--- src/rtl/sdcf_pkg.sv ---
package sdcf_pkg;
  // filter order codes, decoded by the decimator
  typedef enum logic [1:0] {
    ORD_SINC1 = 2'd0,
    ORD_SINC2 = 2'd1,
    ORD_FAST2 = 2'd2,
    ORD_SINC3 = 2'd3
  } ord_t;

  localparam int MAX_STAGES = 3;
  // event indices for the qualifier bank
  localparam int EV_OVR_A  = 0;
  localparam int EV_OVR_B  = 1;
  localparam int EV_UND_A  = 2;
  localparam int EV_UND_B  = 3;
  localparam int EV_ABOVE  = 4;
  localparam int EV_BELOW  = 5;
  localparam int NUM_EV    = 6;
  localparam int NUM_FLAGS = 4;
endpackage

--- src/rtl/sdcf_bit_capture.sv ---
module sdcf_bit_capture (
  input  logic clk,
  input  logic rst_n,
  input  logic mod_clk_i,
  input  logic mod_data_i,
  output logic bit_stb_o,
  output logic bit_val_o
);
  logic mclk_q;
  logic mclk_d;

  always_comb begin
    mclk_d    = mod_clk_i;
    bit_stb_o = mod_clk_i & ~mclk_q;
    bit_val_o = mod_data_i;
  end

  always_ff @(posedge clk or negedge rst_n) begin
    if (!rst_n) mclk_q <= 1'b0;
    else        mclk_q <= mclk_d;
  end
endmodule

--- src/rtl/sdcf_sinc.sv ---
module sdcf_sinc import sdcf_pkg::*; #(
  parameter int ACC_W = 16,
  parameter int OSR_W = 5
) (
  input  logic             clk,
  input  logic             rst_n,
  input  logic             enable_i,
  input  logic             bit_stb_i,
  input  logic             bit_val_i,
  input  logic [1:0]       order_i,
  input  logic [OSR_W-1:0] osr_m1_i,
  output logic [ACC_W-1:0] sample_o,
  output logic             vld_o
);
  localparam int NST = MAX_STAGES;

  logic [NST-1:0][ACC_W-1:0] integ_q, integ_d, integ_nx;
  logic [NST-1:0][ACC_W-1:0] comb_q, comb_d, comb_nx, diff;
  logic [OSR_W-1:0]          dec_q, dec_d;
  logic [1:0]                settle_q, settle_d;
  logic [ACC_W-1:0]          sample_q, sample_d;
  logic                      vld_q, vld_d;
  logic [ACC_W-1:0]          cin;
  logic [1:0]                last_st;
  logic [1:0]                skip;
  logic [ACC_W-1:0]          acc_i;
  logic [ACC_W-1:0]          acc_c;

  // integrator cascade, each stage fed by the updated value of the one before
  always_comb begin
    acc_i = {{(ACC_W-1){1'b0}}, bit_val_i};
    for (int s = 0; s < NST; s++) begin
      integ_nx[s] = integ_q[s] + acc_i;
      acc_i       = integ_nx[s];
    end
  end

  // order decode: tap point, output stage and number of discarded decimations
  always_comb begin
    case (ord_t'(order_i))
      ORD_SINC1: begin cin = integ_nx[0]; last_st = 2'd0; skip = 2'd0; end
      ORD_SINC2: begin cin = integ_nx[1]; last_st = 2'd1; skip = 2'd1; end
      ORD_FAST2: begin cin = integ_nx[1]; last_st = 2'd1; skip = 2'd0; end
      ORD_SINC3: begin cin = integ_nx[2]; last_st = 2'd2; skip = 2'd2; end
    endcase
  end

  // comb cascade at the decimated rate
  always_comb begin
    acc_c = cin;
    for (int s = 0; s < NST; s++) begin
      diff[s]    = acc_c - comb_q[s];
      comb_nx[s] = acc_c;
      acc_c      = diff[s];
    end
  end

  always_comb begin
    integ_d  = integ_q;
    comb_d   = comb_q;
    dec_d    = dec_q;
    settle_d = settle_q;
    sample_d = sample_q;
    vld_d    = 1'b0;
    if (!enable_i) begin
      integ_d  = '0;
      comb_d   = '0;
      dec_d    = '0;
      settle_d = '0;
      sample_d = '0;
    end else if (bit_stb_i) begin
      integ_d = integ_nx;
      if (dec_q == osr_m1_i) begin
        dec_d  = '0;
        comb_d = comb_nx;
        if (settle_q >= skip) begin
          sample_d = diff[last_st];
          vld_d    = 1'b1;
        end else begin
          settle_d = settle_q + 2'd1;
        end
      end else begin
        dec_d = dec_q + 1'b1;
      end
    end
  end

  always_ff @(posedge clk or negedge rst_n) begin
    if (!rst_n) begin
      integ_q  <= '0;
      comb_q   <= '0;
      dec_q    <= '0;
      settle_q <= '0;
      sample_q <= '0;
      vld_q    <= 1'b0;
    end else begin
      integ_q  <= integ_d;
      comb_q   <= comb_d;
      dec_q    <= dec_d;
      settle_q <= settle_d;
      sample_q <= sample_d;
      vld_q    <= vld_d;
    end
  end

  assign sample_o = sample_q;
  assign vld_o    = vld_q;


  no_strobe_when_off_chk: assert property (@(posedge clk) disable iff (!rst_n)
    !enable_i |=> !vld_o);


  strobe_single_cycle_chk: assert property (@(posedge clk) disable iff (!rst_n)
    vld_o |=> !vld_o);
endmodule

--- src/rtl/sdcf_glitch_qual.sv ---
module sdcf_glitch_qual #(
  parameter int WIN_W = 4
) (
  input  logic             clk,
  input  logic             rst_n,
  input  logic             enable_i,
  input  logic             vld_i,
  input  logic             raw_i,
  input  logic [WIN_W-1:0] win_m1_i,
  input  logic [WIN_W-1:0] need_m1_i,
  output logic             pass_o
);
  localparam int HIST_W = 1 << WIN_W;

  logic [HIST_W-1:0] hist_q, hist_d, hist_nx, mask;
  int                hits;

  always_comb begin
    hist_nx = {hist_q[HIST_W-2:0], raw_i};
    for (int i = 0; i < HIST_W; i++) mask[i] = (i <= int'(win_m1_i));
    hits   = $countones(hist_nx & mask);
    pass_o = vld_i && (hits >= int'(need_m1_i) + 1);
    hist_d = hist_q;
    if (!enable_i)  hist_d = '0;
    else if (vld_i) hist_d = hist_nx;
  end

  always_ff @(posedge clk or negedge rst_n) begin
    if (!rst_n) hist_q <= '0;
    else        hist_q <= hist_d;
  end


  need_beyond_window_chk: assert property (@(posedge clk) disable iff (!rst_n)
    (need_m1_i > win_m1_i) |-> !pass_o);
endmodule

--- src/rtl/sdcf_top.sv ---
module sdcf_top import sdcf_pkg::*; #(
  parameter int ACC_W = 16,
  parameter int OSR_W = 5,
  parameter int WIN_W = 4
) (
  input  logic             clk,
  input  logic             rst_n,
  input  logic             enable,
  input  logic             mod_clk,
  input  logic             mod_data,
  input  logic [1:0]       order_sel,
  input  logic [OSR_W-1:0] osr_m1,
  input  logic [ACC_W-1:0] hi_thr_a,
  input  logic [ACC_W-1:0] hi_thr_b,
  input  logic [ACC_W-1:0] lo_thr_a,
  input  logic [ACC_W-1:0] lo_thr_b,
  input  logic [ACC_W-1:0] xing_thr,
  input  logic [WIN_W-1:0] win_m1,
  input  logic [WIN_W-1:0] need_m1,
  input  logic [3:0]       flag_clr,
  output logic [ACC_W-1:0] sample,
  output logic             sample_vld,
  output logic             ovr_a,
  output logic             ovr_b,
  output logic             und_a,
  output logic             und_b,
  output logic             xing_lvl
);
  logic                 bit_stb, bit_val;
  logic [NUM_EV-1:0]    raw, pass;
  logic [NUM_FLAGS-1:0] flags_q, flags_d;
  logic                 xing_q, xing_d;

  sdcf_bit_capture u_cap (
    .clk        (clk),
    .rst_n      (rst_n),
    .mod_clk_i  (mod_clk),
    .mod_data_i (mod_data),
    .bit_stb_o  (bit_stb),
    .bit_val_o  (bit_val)
  );

  sdcf_sinc #(.ACC_W(ACC_W), .OSR_W(OSR_W)) u_sinc (
    .clk       (clk),
    .rst_n     (rst_n),
    .enable_i  (enable),
    .bit_stb_i (bit_stb),
    .bit_val_i (bit_val),
    .order_i   (order_sel),
    .osr_m1_i  (osr_m1),
    .sample_o  (sample),
    .vld_o     (sample_vld)
  );

  always_comb begin
    raw[EV_OVR_A] = sample > hi_thr_a;
    raw[EV_OVR_B] = sample > hi_thr_b;
    raw[EV_UND_A] = sample < lo_thr_a;
    raw[EV_UND_B] = sample < lo_thr_b;
    raw[EV_ABOVE] = sample > xing_thr;
    raw[EV_BELOW] = !(sample > xing_thr);
  end

  for (genvar e = 0; e < NUM_EV; e++) begin : g_qual
    sdcf_glitch_qual #(.WIN_W(WIN_W)) u_qual (
      .clk       (clk),
      .rst_n     (rst_n),
      .enable_i  (enable),
      .vld_i     (sample_vld),
      .raw_i     (raw[e]),
      .win_m1_i  (win_m1),
      .need_m1_i (need_m1),
      .pass_o    (pass[e])
    );
  end

  always_comb begin
    flags_d = (flags_q & ~flag_clr) | pass[NUM_FLAGS-1:0];
    xing_d  = xing_q;
    if (!enable)                        xing_d = 1'b0;
    else if (!xing_q && pass[EV_ABOVE]) xing_d = 1'b1;
    else if (xing_q && pass[EV_BELOW])  xing_d = 1'b0;
  end

  always_ff @(posedge clk or negedge rst_n) begin
    if (!rst_n) begin
      flags_q <= '0;
      xing_q  <= 1'b0;
    end else begin
      flags_q <= flags_d;
      xing_q  <= xing_d;
    end
  end

  assign ovr_a    = flags_q[EV_OVR_A];
  assign ovr_b    = flags_q[EV_OVR_B];
  assign und_a    = flags_q[EV_UND_A];
  assign und_b    = flags_q[EV_UND_B];
  assign xing_lvl = xing_q;


  flag_sticky_chk: assert property (@(posedge clk) disable iff (!rst_n)
    (ovr_a && !flag_clr[0]) |=> ovr_a);


  flag_clear_chk: assert property (@(posedge clk) disable iff (!rst_n)
    (flag_clr[2] && !sample_vld) |=> !und_a);


  flag_after_strobe_chk: assert property (@(posedge clk) disable iff (!rst_n)
    $rose(ovr_b) |-> $past(sample_vld));


  xing_after_strobe_chk: assert property (@(posedge clk) disable iff (!rst_n)
    (enable && !$stable(xing_lvl)) |-> $past(sample_vld));
endmodule

--- config.mk ---
export PLATFORM = sky130hd
export DESIGN_NAME = sdcf_top
export DESIGN_NICKNAME = d
export VERILOG_FILES = /design/src/rtl/sdcf_pkg.sv /design/src/rtl/sdcf_bit_capture.sv /design/src/rtl/sdcf_sinc.sv /design/src/rtl/sdcf_glitch_qual.sv /design/src/rtl/sdcf_top.sv
export SDC_FILE = /design/constraint.sdc
export NUM_CORES = 1
export LEC_CHECK = 0
export ABC_AREA = 1
export BUFFER_PORTS_ARGS = -buffer_cell sky130_fd_sc_hd__buf_4
export CORE_UTILIZATION = 60
export CTS_BUF_LIST = sky130_fd_sc_hd__clkbuf_2
export DETAILED_ROUTE_END_ITERATION = 7
export PLACE_DENSITY_LB_ADDON = 0.08
export SYNTH_ARGS = -nofsm -noshare
export SYNTH_HDL_FRONTEND = slang
export SYNTH_SLANG_ARGS = --single-unit
--- constraint.sdc ---
create_clock -name clk -period 11.3 [get_ports clk]
set_input_delay 1.13 -clock clk [delete_from_list [all_inputs] [get_ports clk]]
set_output_delay 1.13 -clock clk [all_outputs]
set_load 0.01 [all_outputs]
# Word level (Yosys, flattened, before mapping)
# Cells that the tools add are included.
dict set report totals {
  romBits 0
  out_inout_bits 22
  wordCells 223
  ff_bits 216
  ram_bits 0
  latchBits 0
  input_bits 104
  n_memories 0
}
dict set report classes {
  div_mod_pow 0
  shift 0
  addsub 99
  bitwise_logic 11
  order_cmp 28
  n_reduce_logical 16
  mux 40
  n_eq_ne 10
  mul 0
}
# op n
set op_table {}
lappend op_table {{$add 32x32->32} 42}
lappend op_table {{$mux 48} 5}
lappend op_table {{$ge 32x32->1} 6}
lappend op_table {{$mux 15} 12}
lappend op_table {{$add 1x1->2} 48}
lappend op_table {{$and 16x16->16} 6}
lappend op_table {{$mux 16} 5}
lappend op_table {{$gt 16x16->1} 3}
lappend op_table {{$pmux 16 s3} 1}
lappend op_table {{$sub 16x16->16} 3}
lappend op_table {{$add 16x16->16} 2}
lappend op_table {{$bmux 16 s2} 1}
lappend op_table {{$le 4x4->1 const A} 8}
lappend op_table {{$lt 16x16->1} 2}
lappend op_table {{$add 16x1->16} 1}
lappend op_table {{$le 3x4->1 const A} 4}
lappend op_table {{$mux 5} 3}
lappend op_table {{$pmux 2 s3} 2}
lappend op_table {{$le 2x4->1 const A} 2}
lappend op_table {{$logic_and 1x1->1} 8}
lappend op_table {{$mux 2} 4}
lappend op_table {{$ne 2x1->1 const B} 4}
lappend op_table {{$mux 1} 7}
lappend op_table {{$reduce_and 3->1} 2}
lappend op_table {{other kinds (20)} 23}

# Longest topological paths before layout
dict set report logic_depth {
  depth_word 13
  mapped_depth 57
  ltp_nobuf 57
}

# Cells and area by module
# A second synthesis with hierarchy kept.
dict set report unflattened {
  hier_cells 2412
  area_unflattened_um2 18816.8
}
# module area_each_um2 cells_per_inst n_inst seq_area_each_um2
set by_module_without_submodules {}
lappend by_module_without_submodules {sdcf_sinc 9312.7 1212 1 3002.9}
lappend by_module_without_submodules {sdcf_glitch_qual 1194.9 139 6 375.4}
lappend by_module_without_submodules {sdcf_top 2292.2 362 1 125.1}
lappend by_module_without_submodules {sdcf_bit_capture 42.5 4 1 25.0}

# Least setup slack after synthesis
# OpenSTA, ideal clock, no wires.
dict set report synth_path {
  kind {input to register}
  startpoint {input port mod_data}
  endpoint {register u_sinc.sample_q[15], in the netlist u_sinc.sample_o[15]}
  slack_ns 3.971
  t_required_ns 11.184
  setup_time_ns 0.116
  path_buffers 0
  cell_stages 53
  t_arrival_ns 7.213
  path_cell_list {ha_1 -> nand3_1 -> nor2_1 -> xor2_1 -> inv_1 -> ha_1 -> inv_1 -> o21bai_1 -> a31o_2 -> xor2_1 -> inv_1 -> ha_1 -> a21o_1 -> a31oi_1 -> nand2_1 -> xor2_1 -> inv_1 -> o221ai_1 -> [17 not listed] -> xor2_1 -> inv_2 -> ha_1 -> inv_1 -> xor2_1 -> inv_1 -> ha_1 -> nand2_1 -> nor2_1 -> a211oi_1 -> o21ai_0 -> xor2_1 -> inv_1 -> nand3_1 -> nand3_1 -> nand2_1 -> nand2_1 -> nand2_1}
}
dict set report synth_between {
  elab_chain_cells 13
}
# item line
set synth_rtl {}
lappend synth_rtl {{start: declaration} sdcf_top.sv:10} ;# input logic mod_data,
lappend synth_rtl {{$add 16x1->16 (*)} sdcf_sinc.sv:33} ;# integ_nx[s] = integ_q[s] + acc_i;
lappend synth_rtl {{$add 16x16->16 (2 in a row)} sdcf_sinc.sv:33}
lappend synth_rtl {{$pmux 16 s3 (*)} sdcf_sinc.sv:40} ;# case (ord_t'(order_i))
lappend synth_rtl {{$sub 16x16->16 (*)} sdcf_sinc.sv:52} ;# diff[s] = acc_c - comb_q[s];
lappend synth_rtl {{$sub 16x16->16 (2 in a row)} sdcf_sinc.sv:52}
lappend synth_rtl {{$bmux 16 s2 (*)} sdcf_sinc.sv:77} ;# sample_d = diff[last_st];
lappend synth_rtl {{$mux 16 (implied by the code) (*)} sdcf_sinc.sv:77}
lappend synth_rtl {{$mux 16 (*)} sdcf_sinc.sv:76} ;# if (settle_q >= skip) begin
lappend synth_rtl {{$mux 16 (*)} sdcf_sinc.sv:73} ;# if (dec_q == osr_m1_i) begin
lappend synth_rtl {{$mux 16 (*)} sdcf_sinc.sv:71} ;# end else if (bit_stb_i) begin
lappend synth_rtl {{$mux 16 (*)} sdcf_sinc.sv:65} ;# if (!enable_i) begin
lappend synth_rtl {{end signal: assignment} sdcf_sinc.sv:101} ;# sample_q <= sample_d;
lappend synth_rtl {{end: declaration} sdcf_sinc.sv:21} ;# logic [ACC_W-1:0] sample_q, sample_d;
# Mark *: on every way between the ends. The rest lies on a longest branch, timed or not. The select of a mux whose other input is x is not followed.
# A chain may end at the register's enable or synchronous reset.

# Final worst setup path
dict set report layout_path {
  startpoint {register u_sinc.integ_q[0] (netlist bit)}
  endpoint {register u_sinc.sample_q[15], in the netlist u_sinc.sample_o[15]}
}
dict set report layout_between {
  elab_chain_cells 13
}
# item line
set layout_rtl {}
lappend layout_rtl {{start: declaration} sdcf_sinc.sv:17} ;# logic [NST-1:0][ACC_W-1:0] integ_q, integ_d, integ_nx;
lappend layout_rtl {{start signal: assignment} sdcf_sinc.sv:97} ;# integ_q <= integ_d;
lappend layout_rtl {{$add 16x1->16 (*)} sdcf_sinc.sv:33}
lappend layout_rtl {{$add 16x16->16 (2 in a row)} sdcf_sinc.sv:33}
lappend layout_rtl {{$pmux 16 s3 (*)} sdcf_sinc.sv:40}
lappend layout_rtl {{$sub 16x16->16 (*)} sdcf_sinc.sv:52}
lappend layout_rtl {{$sub 16x16->16 (2 in a row)} sdcf_sinc.sv:52}
lappend layout_rtl {{$bmux 16 s2 (*)} sdcf_sinc.sv:77}
lappend layout_rtl {{$mux 16 (implied by the code) (*)} sdcf_sinc.sv:77}
lappend layout_rtl {{$mux 16 (*)} sdcf_sinc.sv:76}
lappend layout_rtl {{$mux 16 (*)} sdcf_sinc.sv:73}
lappend layout_rtl {{$mux 16 (*)} sdcf_sinc.sv:71}
lappend layout_rtl {{$mux 16 (*)} sdcf_sinc.sv:65}
# Marked as above.

==> impl_metrics.env <==
export IMPL_p_int_uw=1190
export IMPL_slew_violations=0
export IMPL_postRouteAntennaNets=0
export IMPL_powerDensity_nw_per_um2=92.8
export IMPL_dieWidth_um=177
export IMPL_final_nets=2836
export IMPL_status="complete, no violations"
export IMPL_drc=0
export IMPL_antenna_found_initial=1
export IMPL_cts_setup_buffers=0
export IMPL_relSlewSlack_pct=33.7
export IMPL_p_sw_uw=686
export IMPL_gp_congestion=0.903
export IMPL_netSwitchingFraction_pct=36.6
export IMPL_die_y_um=177
export IMPL_synth_mux_area_share_pct=0
export IMPL_cp_common_cell="inv_1"
export IMPL_clock_latency_ps=900
export IMPL_synth_simple_area_share_pct=12.1
export IMPL_dpl_cell_count=2714
export IMPL_cts_sinks=216
export IMPL_cts_htree_levels=2
export IMPL_grt_ovfl_total=0
export IMPL_grt_use_met3_pct=4.17
export IMPL_worst_pin_slew_ps=987
export IMPL_fin_crit_ps=7630
export IMPL_core_area_um2=29800
export IMPL_cts_tree="built"
export IMPL_syn_inst=2231
export IMPL_rrSetupSlack_ps=3670
export IMPL_fin_skew_ps=42.5
export IMPL_finalSetupViolCount=0
export IMPL_synth_xor_area_share_pct=3.73
export IMPL_hold_ws_ps=198
export IMPL_rsz0062_at_grt="false"
export IMPL_io_buffers=125
export IMPL_crit_required_ps=12110
export IMPL_r2r_end="u_sinc.sample_o[15]"
export IMPL_arrival_ps=8440
export IMPL_drv_cap=0
export IMPL_grt_max_degree=91
export IMPL_viasPerCell=5.48
export IMPL_num_rows=63
export IMPL_numCtsBuffers=58
export IMPL_min_path_type="in2async"
export IMPL_wirelength_um=45100
export IMPL_yosys_warnings=0
export IMPL_syn_num_nets=2683
export IMPL_max_stage_delay_ps=390
export IMPL_cts_root_buf="clkbuf_2"
export IMPL_ys_seq_elements=216
export IMPL_hold_buffers=0
export IMPL_startpoint="u_sinc.integ_q[0]"
export IMPL_comb_power_share_pct=29.2
export IMPL_synth_compound_area_share_pct=16.0
export IMPL_die_area_um2=31200
export IMPL_setup_slack_ps=3670
export IMPL_wl_per_cell_um=16.0
export IMPL_fmax_mhz=131
export IMPL_end_kind="register"
export IMPL_seq_area_um2=5410
export IMPL_post_place_ws_ps=2890
export IMPL_yosysSeqAreaShare_pct=29.5
export IMPL_fillCellCount=2552
export IMPL_num_io_pins=126
export IMPL_grt_use_met1_pct=37.3
export IMPL_cp_slowest_cell="dfrtp_1"
export IMPL_syn_area_um2=18300
export IMPL_grt_total_usage_pct=30.1
export IMPL_drt_iter0_drc=734
export IMPL_pwr_share_seq_pct=42.3
export IMPL_cp_start_kind="register"
export IMPL_place_hpwl_um=33800
export IMPL_critPathKind="reg2reg"
export IMPL_synth_distinct_cells=50
export IMPL_dr_total_vias=15400
export IMPL_initial_utilization_pct=61.5
export IMPL_grt_pass1_vias=15800
export IMPL_cts_path_max_buffers=3
export IMPL_ff2ff_path_depth=49
export IMPL_fin_setup_tns_ps=0
export IMPL_crit_path_max_fanout=5
export IMPL_cts_resized=0
export IMPL_power_clock_fraction_pct=28.4
export IMPL_gr_max_usage_layer="met2"
export IMPL_drtPass1Iterations=7
export IMPL_syn_area_per_cell_um2=8.21
export IMPL_syn2layout_area_growth_pct=10.2
export IMPL_peakVddDrop_v=0.0000770
export IMPL_finalCritPeriodShare_pct=67.5
export IMPL_stdcell_count=2816
export IMPL_finalHoldViolCount=0
export IMPL_r2r_start="u_sinc.integ_q[0]"
export IMPL_grt_pass1_wl_um=74900
export IMPL_clk_pin_slew_worst_paths_ps=110
export IMPL_synth_top_family_by_area="adder cells"
export IMPL_met2_usage_pct=52.3
export IMPL_total_leakage_power_uw=0.0113
export IMPL_multi_input_area_um2=10700
export IMPL_synth_adder_area_share_pct=26.7
export IMPL_drive_gt1_share_pct=11.2
-- worst max path at each step --
stage	to	slack, ps	cells past startpoint
after floorplan	u_sinc.sample_o[15]	3970	53
after global placement	u_sinc.sample_o[15]	3180	49
after detailed placement	u_sinc.sample_o[15]	2890	50
after CTS	u_sinc.sample_o[15]	3640	49
after global routing	u_sinc.sample_o[15]	2760	49
final	u_sinc.sample_o[15]	3670	49
-- cell type report --
cell class	instances	area share, %
inverter	533	9.91
antenna	1	0.0124
clock buffer	82	2.03
timing repair buffer	143	5.36
multi-input combinational	1432	53.1
tap	390	2.42
clock inverter	19	0.372
sequential	216	26.8
-- metal layers --
metal / vias to the layer above / share of wire, %
met1: 7294 / 43
met2: 386 / 49
met3: 117 / 4.6
met4: 0 / 3.8
li1: 7637 / -
met5: - / 0
-- kinds of logic after synthesis --
family,Yosys count
AND/OR/NAND/NOR,521
buffers and inverters,583
flip-flops,216
AO/OA/AOI/OAI,485
XOR/XNOR,78
adder cells (fa/ha/maj),348
-- placed cells by master (no fill, tap or decap), types with 4 or more instances in the layout --
cell | Yosys | layout
a22o_1 | 5 | 5
a31oi_1 | 8 | 8
a32o_1 | 9 | 9
nor2_1 | 134 | 133
a211oi_1 | 7 | 7
a21o_1 | 11 | 11
nand3_2 | 10 | 10
o211ai_1 | 6 | 6
inv_1 | 521 | 521
o21a_1 | 26 | 26
o21ai_0 | 114 | 113
o21ai_1 | 13 | 14
clkbuf_2 | 0 | 82
dfrtp_1 | 216 | 216
xnor2_1 | 16 | 16
buf_4 | 0 | 142
nand3_1 | 54 | 54
nor3_1 | 12 | 12
o21bai_1 | 10 | 10
xor2_1 | 62 | 62
nor4_1 | 5 | 5
nand4_1 | 12 | 12
nand3b_1 | 4 | 4
clkinv_1 | 5 | 20
a21oi_1 | 102 | 102
or2_2 | 4 | 4
fa_1 | 71 | 71
nand2_1 | 270 | 268
ha_1 | 277 | 277
inv_2 | 7 | 8
nand2_2 | 10 | 12
o221ai_1 | 9 | 9
o22ai_1 | 144 | 144
-- worst max-delay path, delay by kind of cell (launching register included) --
kind / cells / cell delay (ps)
fa+ha+maj: 6 / 1780
compound gates: 11 / 1770
simple gates: 16 / 1700
xor+xnor: 5 / 1150
buf+inv: 11 / 800
flops: 1 / 390
-- state kept, by name, summed over array words and instances, names as in the netlist --
signal                cells
g_qual.u_qual.hist_q     90
u_sinc.comb_q            48
u_sinc.integ_q           48
u_sinc.sample_o          16
u_sinc.dec_q              5
flags_q                   4
u_sinc.settle_q           2
u_cap.mclk_q              1
u_sinc.vld_o              1
xing_lvl                  1
-- cells in the mapped netlist, drive strengths merged --
library cell	instances	share of area (%)
a211o	2	0.096
a22oi	1	0.041
a22o	5	0.24
o2111ai	1	0.048
a21boi	3	0.12
a2111oi	1	0.048
dfrtp	216	30
nand3	64	2.0
or2	5	0.17
a221oi	3	0.14
and2	2	0.068
a32o	9	0.49
a21oi	104	2.9
clkbuf	45	0.92
nor3	12	0.33
and3	1	0.034
a31o	3	0.14
o21bai	10	0.41
clkinv	5	0.10
o31ai	3	0.12
o21ai	128	3.5
o22ai	144	4.9
nand3b	4	0.16
nor2	136	2.8
xnor2	16	0.77
a32oi	1	0.048
a211oi	7	0.29
a21o	11	0.45
xor2	62	3.0
nand4	12	0.41
a31oi	8	0.27
o211ai	6	0.25
ha	277	19
o221ai	9	0.43
inv	528	11
fa	71	7.8
o21a	26	1.1
buf	5	0.12
nand2	280	5.9
nor4	5	0.17
-- power groups by stage --
stage | clock network [uW] | registers (uW) | logic, uW
2_1_floorplan | 0 | 805 | 389
3_3_place_gp | 0 | 807 | 527
3_5_place_dp | 0 | 808 | 541
4_1_cts | 548 | 793 | 544
5_1_grt | 586 | 794 | 620
6_report | 532 | 793 | 548
-- metrics by stage --
| step | util, % | power [uW] | area, um^2 |
|---|---|---|---|
| after CTS | 67.7 | 1880 | 20200 |
| after global routing | 67.7 | 2000 | 20200 |
| after floorplan | - | 1190 | 18300 |
| final | 67.7 | 1870 | 20200 |
| after detailed placement | 66.1 | 1350 | 19700 |
| after global placement | 66.1 | 1330 | 19700 |
(Power assumes the default switching activity.)
